File: config.mk
export PLATFORM = sky130hd
export DESIGN_NAME = sdm_deserializer
export DESIGN_NICKNAME = d
export VERILOG_FILES = /design/src/rtl/sdm_lane_shifter.sv /design/src/rtl/sdm_boundary_detect.sv /design/src/rtl/sdm_word_capture.sv /design/src/rtl/sdm_deserializer.sv
export SDC_FILE = /design/constraint.sdc
export NUM_CORES = 1
export LEC_CHECK = 0
export BUFFER_PORTS_ARGS = -buffer_cell sky130_fd_sc_hd__clkbuf_2
export CORE_ASPECT_RATIO = 1.75
export CORE_MARGIN = 2
export CORE_UTILIZATION = 30
export DETAILED_ROUTE_END_ITERATION = 6
export PLACE_DENSITY = 0.57
export RECOVER_POWER = 25
export SLEW_MARGIN = 20
export SYNTH_ARGS = -nofsm -noshare
export SYNTH_HDL_FRONTEND = slang
export SYNTH_SLANG_ARGS = --single-unit
File: constraint.sdc
create_clock -name clk -period 0.8 [get_ports clk]
set_input_delay 0.16 -clock clk [delete_from_list [all_inputs] [get_ports clk]]
set_output_delay 0.16 -clock clk [all_outputs]
set_load 0.005 [all_outputs]
File: src/rtl/sdm_lane_shifter.sv
module sdm_lane_shifter #(
   parameter int BYTE_W    = 8,
   parameter bit MSB_FIRST = 1'b0
) (
   input  logic              clk,
   input  logic              rst_n,
   input  logic              ser_bit,
   output logic [BYTE_W-1:0] byte_next
);

   logic [BYTE_W-1:0] shreg;

   generate
      if (MSB_FIRST) begin : g_msb_first
         always_comb byte_next = {shreg[BYTE_W-2:0], ser_bit};
      end else begin : g_lsb_first
         always_comb byte_next = {ser_bit, shreg[BYTE_W-1:1]};
      end
   endgenerate

   // Shifts on every edge; framing never stalls the lane.
   always_ff @(posedge clk or negedge rst_n) begin
      if (!rst_n) shreg <= '0;
      else        shreg <= byte_next;
   end

endmodule

File: src/rtl/sdm_boundary_detect.sv
module sdm_boundary_detect #(
   parameter bit ACTIVE_LOW = 1'b1
) (
   input  logic strobe_raw,
   output logic boundary
);

   generate
      if (ACTIVE_LOW) begin : g_act_low
         assign boundary = ~strobe_raw;
      end else begin : g_act_high
         assign boundary = strobe_raw;
      end
   endgenerate

endmodule

File: src/rtl/sdm_word_capture.sv
module sdm_word_capture #(
   parameter int WORD_W = 16
) (
   input  logic              clk,
   input  logic              rst_n,
   input  logic              boundary,
   input  logic [WORD_W-1:0] word_in,
   output logic [WORD_W-1:0] word_q,
   output logic              vld_q
);

   always_ff @(posedge clk or negedge rst_n) begin
      if (!rst_n) begin
         word_q <= '0;
         vld_q  <= 1'b0;
      end else begin
         vld_q <= boundary;
         if (boundary) word_q <= word_in;
      end
   end

endmodule

File: src/rtl/sdm_deserializer.sv
module sdm_deserializer #(
   parameter int LANES             = 2,
   parameter int BYTE_W            = 8,
   parameter bit STROBE_ACTIVE_LOW = 1'b1,
   parameter bit MSB_FIRST         = 1'b0,
   localparam int WORD_W           = LANES * BYTE_W
) (
   input  logic              clk,
   input  logic              rst_n,
   input  logic [LANES-1:0]  lane_in,
   input  logic              frame_strobe,
   output logic [WORD_W-1:0] word_out,
   output logic              word_vld
);

   generate
      if (LANES < 1) begin : g_bad_lanes
         $error("sdm_deserializer: LANES must be at least 1");
      end
      if (BYTE_W < 2) begin : g_bad_width
         $error("sdm_deserializer: BYTE_W must be at least 2");
      end
   endgenerate

   logic              boundary;
   logic [WORD_W-1:0] word_next;

   sdm_boundary_detect #(.ACTIVE_LOW(STROBE_ACTIVE_LOW)) u_bdet (
      .strobe_raw (frame_strobe),
      .boundary   (boundary)
   );

   generate
      for (genvar ln = 0; ln < LANES; ln++) begin : g_lane
         logic [BYTE_W-1:0] lane_byte;
         sdm_lane_shifter #(.BYTE_W(BYTE_W), .MSB_FIRST(MSB_FIRST)) u_shift (
            .clk       (clk),
            .rst_n     (rst_n),
            .ser_bit   (lane_in[ln]),
            .byte_next (lane_byte)
         );
         assign word_next[ln*BYTE_W +: BYTE_W] = lane_byte;
      end
   endgenerate

   sdm_word_capture #(.WORD_W(WORD_W)) u_cap (
      .clk      (clk),
      .rst_n    (rst_n),
      .boundary (boundary),
      .word_in  (word_next),
      .word_q   (word_out),
      .vld_q    (word_vld)
   );

endmodule

==> results_dict.tcl, run 1 <==
set metrics [dict create \
    fin_ws_ns -0.1412 \
    fmaxAchievable_mhz 1063 \
    arrival_ns 0.78 \
    synth_area_mm2 0.001025 \
    switching_share_pct 20.55 \
    peakVddDrop_uv 1317 \
    hold_viol 0 \
    startpoint_type "flop" \
    dp_hpwl_um 985.6 \
    syn_nets 55 \
    yosys.area.top_type "dfrtp_1" \
    grt_pass1_wl_mm 2.442 \
    die_area_mm2 0.003918 \
    track_usage_pct 9.573 \
    yosys_warnings 0 \
    p_int_w 0.002693 \
    clk_latency_ns 0.27 \
    cp_slowest_cell "dfrtp_1" \
    grt_overflow 0 \
    initial_utilization_pct 30.79 \
    grt_use_met2_pct 12.89 \
    busiest_layer "met2" \
    path_buf_inv 1 \
    skew_ns 0.002019 \
    numCtsBuffers 5 \
    synthTopCellsByArea "dfrtp_1 76%, mux2_4 13%, mux2_2 7.7%, buf_12 2.0%, buf_6 1.1%" \
    cellLeakagePower_nw 0.6685 \
    final_common_cell "dfrtp_1" \
    globalplace.congestion 0.6222 \
    firstDrtPassIters 2 \
    grt_max_degree 32 \
    fp-row-count 28 \
    pwr-share-seq_pct 51.5 \
    min_path_cells 2 \
    drt_iter0_drc 10 \
    worstPathMaxFanout 2 \
    worstPathRequired_ns 0.64 \
    die_y_um 81.32 \
    drc 0 \
    die_x_um 48.18 \
    syn_area_per_cell_um2 20.49 \
    slowest_delay_ns 0.39 \
    drt-total-wl_mm 1.479 \
    period_share_pct 117.6 \
    max_cap_violations 0 \
    cts_num_sinks 31 \
    fin_cells 134 \
    r2r_slack_ns -0.07 \
    core_area_mm2 0.003328 \
    path_class "reg2out" \
    pin_count 22 \
    setup_viol 26 \
    path_delay_family "flip-flops" \
    crit_end "word_out[6]" \
    grt_pass1_vias 541 \
    ant_nets 0 \
    r2r-end "u_cap.word_q[8]" \
    power_density_mw_per_mm2 2481 \
    drv_slew 0 \
    tns_ns -2.453 \
    finalWorstPathRequiredPeriod_ns 0.9412 \
    p_clk_share_pct 38.4 \
    portBuffers 21 \
    power.switching_w 0.0006966 \
    grtUsageMet3_pct 4.889 \
    synthCells 50 \
    clk_path_buf_depth 2 \
    end_kind "primary output" \
    antenna_found_initial 0 \
    wire_per_inst_um 11.04 \
    vias_per_cell 3.918 \
    layout_common_cells "31 x dfrtp_1, 22 x clkbuf_2, 9 x mux2_4, 7 x mux2_2, 7 x clkbuf_8" \
    syn_to_final_growth_pct 33.33 \
    diodes 0 \
    htreeDepth 2 \
    worstSetupStartpoint "u_cap.word_q[6]" \
    synth.distinct_cells 6 \
    outcome "finished, violations left" \
    cp_cell_sequence "clkbuf_2" \
    dp.cells 117 \
    synth_seq_cells 31 \
    reg2reg_from "u_cap.word_q[8]" \
    hold_path.class "in2reg" \
    violations "setup timing" \
    nets 93 \
    cts-root-buf "clkbuf_8" \
    r2r_cells 2 \
    synth_top_area_share_pct 75.70 \
    num_vias 525 \
    seq_area_frac_synth_pct 75.70 \
    rsz0062_at_grt "yes" \
    worst_pin_slew_ns 0.4188 \
    slew_headroom_pct 72.08 \
    cts_tree "built" \
    use_met1_pct 10.57 \
    path_depth 1 \
    drive_gt1_share_pct 59.55 \
    clk_pin_slew_ns 0.06 \
    combPwrFrac_pct 10.2 \
]
-- cells by family (layout without fill, tap and decap cells) --
kind of cell,count (synthesis),count (layout),share of synthesized area (%)
mux,16,16,20.88
flops,31,31,75.70
buf+inv,3,42,3.418
-- power by group through the flow --
stage	clock [W]	combinational, W	sequential [W]
after CTS	0.00137	0.000362	0.00175
after global routing	0.00143	0.000383	0.00176
after floorplan	0	0.000148	0.00178
after global placement	0	0.000295	0.00178
after detailed placement	0	0.000304	0.00178
final	0.00130	0.000344	0.00174
-- per-stage QoR --
| stage | area [um2] | setup WS [ns] | power, W | hold WS (ns) | utilization (%) |
|---|---|---|---|---|---|
| 6_report | 1366 | -0.1412 | 0.003389 | 0.1279 | 41.05 |
| 5_1_grt | 1366 | -0.1819 | 0.003574 | 0.1207 | 41.05 |
| 4_1_cts | 1378 | -0.1554 | 0.003473 | 0.1143 | 41.39 |
| 3_5_place_dp | 1202 | -0.09971 | 0.002081 | 0.1297 | 36.13 |
| 3_3_place_gp | 1202 | -0.08724 | 0.002070 | 0.1249 | 36.13 |
| 2_1_floorplan | 1033 | -0.01650 | 0.001923 | -0.1356 | - |
-- area by class of cell --
cell class	count	area (um2)
Clock buffer	8	100.1
Fill cell	313	1962
Inverter	1	3.754
Multi-Input combinational cell	16	214.0
Sequential cell	31	775.7
Tap cell	45	56.30
Timing Repair Buffer	33	216.5
-- sequential cells by signal (all words and copies together) (netlist names) --
name and flops:
g_lane.u_shift.shreg 14, u_cap.vld_q 1, u_cap.word_q 16
-- layer usage --
layer  up-vias  wire [um]  share of wire (%)
met1       259        627                 42
li1        239          -                  -
met4         0         59                4.0
met5         -          0                  0
met3         7         82                5.5
met2        20        710                 48
-- synth_stat cells --
master and count:
buf_12 1, buf_6 1, inv_1 1, mux2_2 7, mux2_4 9, dfrtp_1 31
-- how the worst min path moves through the flow --
| stage | start | end | slack, ns |
|---|---|---|---|
| 2_1_floorplan | rst_n | g_lane[0].u_shift.shreg[1] | -0.14 |
| 3_3_place_gp | rst_n | u_cap.word_q[1] | 0.12 |
| 3_5_place_dp | rst_n | u_cap.word_q[1] | 0.13 |
| 4_1_cts | lane_in[0] | u_cap.word_q[7] | 0.11 |
| 5_1_grt | lane_in[0] | u_cap.word_q[7] | 0.12 |
| 6_report | lane_in[0] | u_cap.word_q[7] | 0.13 |
-- timing repair --
item                                    in CTS  in global routing
endpoints found under the setup margin      17                 23
setup buffers                                6                  0
hold buffers                                 3                  0
cloned                                       0                  0
resized for setup                            0                  1
endpoints found under the hold margin       33                  0
Power figures use the tool's default switching activity.
==> run 2: changes to the inputs <==
--- a/config.mk
+++ b/config.mk
@@ -11,7 +11,7 @@
 export CORE_UTILIZATION = 30
 export DETAILED_ROUTE_END_ITERATION = 6
 export PLACE_DENSITY = 0.57
-export RECOVER_POWER = 25
+export RECOVER_POWER = 50
 export SLEW_MARGIN = 20
 export SYNTH_ARGS = -nofsm -noshare
 export SYNTH_HDL_FRONTEND = slang
==> run 2 against run 1 <==
Net effect:
- the run still ends with setup timing left
- die area stayed put
- final cell count stayed put
- largest power group unchanged
- flip-flop and latch count stayed put
==> results_dict.tcl, run 2 (synthesis gave the netlist of run 1 again) <==
set metrics [dict create \
    path_delay_family "flip-flops" \
    reg.largest.list "u_cap.word_q x16, g_lane.u_shift.shreg x14, u_cap.vld_q x1" \
    fp-row-count 28 \
    outcome "finished, violations left" \
    die_x_um 48.18 \
    fin_ws_ns -0.1408 \
    grt_max_degree 32 \
    final_common_cell "dfrtp_1" \
    initial_utilization_pct 30.79 \
    r2r-end "u_cap.word_q[8]" \
    largest_register_ffs 16 \
    drv_slew 0 \
    diodes 0 \
    worstPathRequired_ns 0.64 \
    drt_iter0_drc 10 \
    cts_num_sinks 31 \
    track_usage_pct 9.573 \
    ant_nets 0 \
    grt_pass1_wl_mm 2.442 \
    die_y_um 81.32 \
    dp.cells 117 \
    busiest_layer "met2" \
    numCtsBuffers 5 \
    reg2reg_from "u_cap.word_q[8]" \
    path_class "reg2out" \
    cp_cell_sequence "clkbuf_2" \
    pin_count 22 \
    grt_overflow 0 \
    vias_per_cell 3.918 \
    layout_common_cells "31 x dfrtp_1, 22 x clkbuf_2, 9 x mux2_4, 7 x mux2_2, 7 x clkbuf_8" \
    whs_ns 0.1281 \
    r2r_cells 2 \
    grt_pass1_vias 541 \
    cp_slowest_cell "dfrtp_1" \
    arrival_ns 0.78 \
    rsz0062_at_grt "yes" \
    r2r_slack_ns -0.07 \
    nets 93 \
    clk_pin_slew_ns 0.06 \
    min_path_cells 2 \
    antenna_found_initial 0 \
    portBuffers 21 \
    grt_use_met2_pct 12.89 \
    core_area_mm2 0.003328 \
    htreeDepth 2 \
    num_vias 525 \
    end_kind "primary output" \
    worstHoldStart "lane_in[0]" \
    fin_cells 134 \
    clk_latency_ns 0.27 \
    finalWorstPathRequiredPeriod_ns 0.9408 \
    drc 0 \
    wire_per_inst_um 11.01 \
    slew_headroom_pct 72.07 \
    syn_to_final_growth_pct 32.48 \
    max_cap_violations 0 \
    hold_path.class "in2reg" \
    min_to "u_cap.word_q[7]" \
    cts-root-buf "clkbuf_8" \
    path_buf_inv 1 \
    use_met1_pct 10.57 \
    dp_hpwl_um 985.6 \
    power_density_mw_per_mm2 2492 \
    drt-total-wl_mm 1.475 \
    grtUsageMet3_pct 4.889 \
    firstDrtPassIters 2 \
    peakVddDrop_uv 1319 \
    globalplace.congestion 0.6222 \
    clk_path_buf_depth 2 \
    period_share_pct 117.6 \
    die_area_mm2 0.003918 \
    worstPathMaxFanout 2 \
    hold_viol 0 \
    skew_ns 0.002018 \
    drive_gt1_share_pct 59.55 \
    slowest_delay_ns 0.39 \
    worst_pin_slew_ns 0.4189 \
    setup_viol 26 \
    cellLeakagePower_nw 0.6652 \
    startpoint_type "flop" \
    violations "setup timing" \
    regMostFlops "u_cap.word_q" \
    fmaxAchievable_mhz 1063 \
    cts_tree "built" \
]
## run 2: cell counts in the layout (fill, tap and decap cells not counted)
No cell type changed its count.
## run 2: routing by layer
metal  vias to the layer above  part of all wire [%]
met5                         -                     0
met4                         0                   4.0
met3                         7                   5.6
met2                        20                    48
met1                       259                    42
li1                        239                     -
## run 2: layout make-up
cell class,count,area [um2]
inverter,1,3.754
multi-input combinational,16,214.0
timing repair buffer,33,207.7
tap,45,56.30
clock buffer,8,100.1
sequential,31,775.7
fill,313,1971
## run 2: timing repair
| item | in CTS | in global routing |
|---|---|---|
| gates resized for setup | 0 | 1 |
| buffers inserted | 6 | 0 |
| endpoints found under the setup margin | 17 | 23 |
| hold buffers | 3 | 0 |
| endpoints found under the hold margin | 33 | 0 |
## run 2: per-stage QoR
stage	setup WS (ns)	setup TNS [ns]	total power [W]	utilization (%)	instance area, um2
floorplan	-0.01650	-0.1485	0.001923	-	1033
global placement	-0.08724	-0.9745	0.002070	36.13	1202
detailed placement	-0.09971	-1.087	0.002081	36.13	1202
CTS	-0.1554	-2.683	0.003473	41.39	1378
global route	-0.1819	-3.514	0.003568	40.79	1358
finish	-0.1408	-2.453	0.003383	40.79	1358
## run 2: how the worst max path moves through the flow
stage / slack, ns / startpoint / to / depth (start not counted)
6_report: -0.14 / u_cap.word_q[6] / word_out[6] / 1
5_1_grt: -0.18 / u_cap.word_q[8] / word_out[8] / 1
4_1_cts: -0.16 / u_cap.word_q[12] / word_out[12] / 1
3_5_place_dp: -0.1 / frame_strobe / u_cap.word_q[0] / 3
3_3_place_gp: -0.09 / frame_strobe / u_cap.word_q[0] / 3
2_1_floorplan: -0.02 / frame_strobe / u_cap.word_q[10] / 3
## run 2: report_power, final
| part | leakage, nW | internal [W] | switching, W |
|---|---|---|---|
| Sequential | 0.362 | 0.00169 | 0.0000562 |
| Clock | 0.0515 | 0.000783 | 0.000517 |
| Combinational | 0.252 | 0.000216 | 0.000122 |
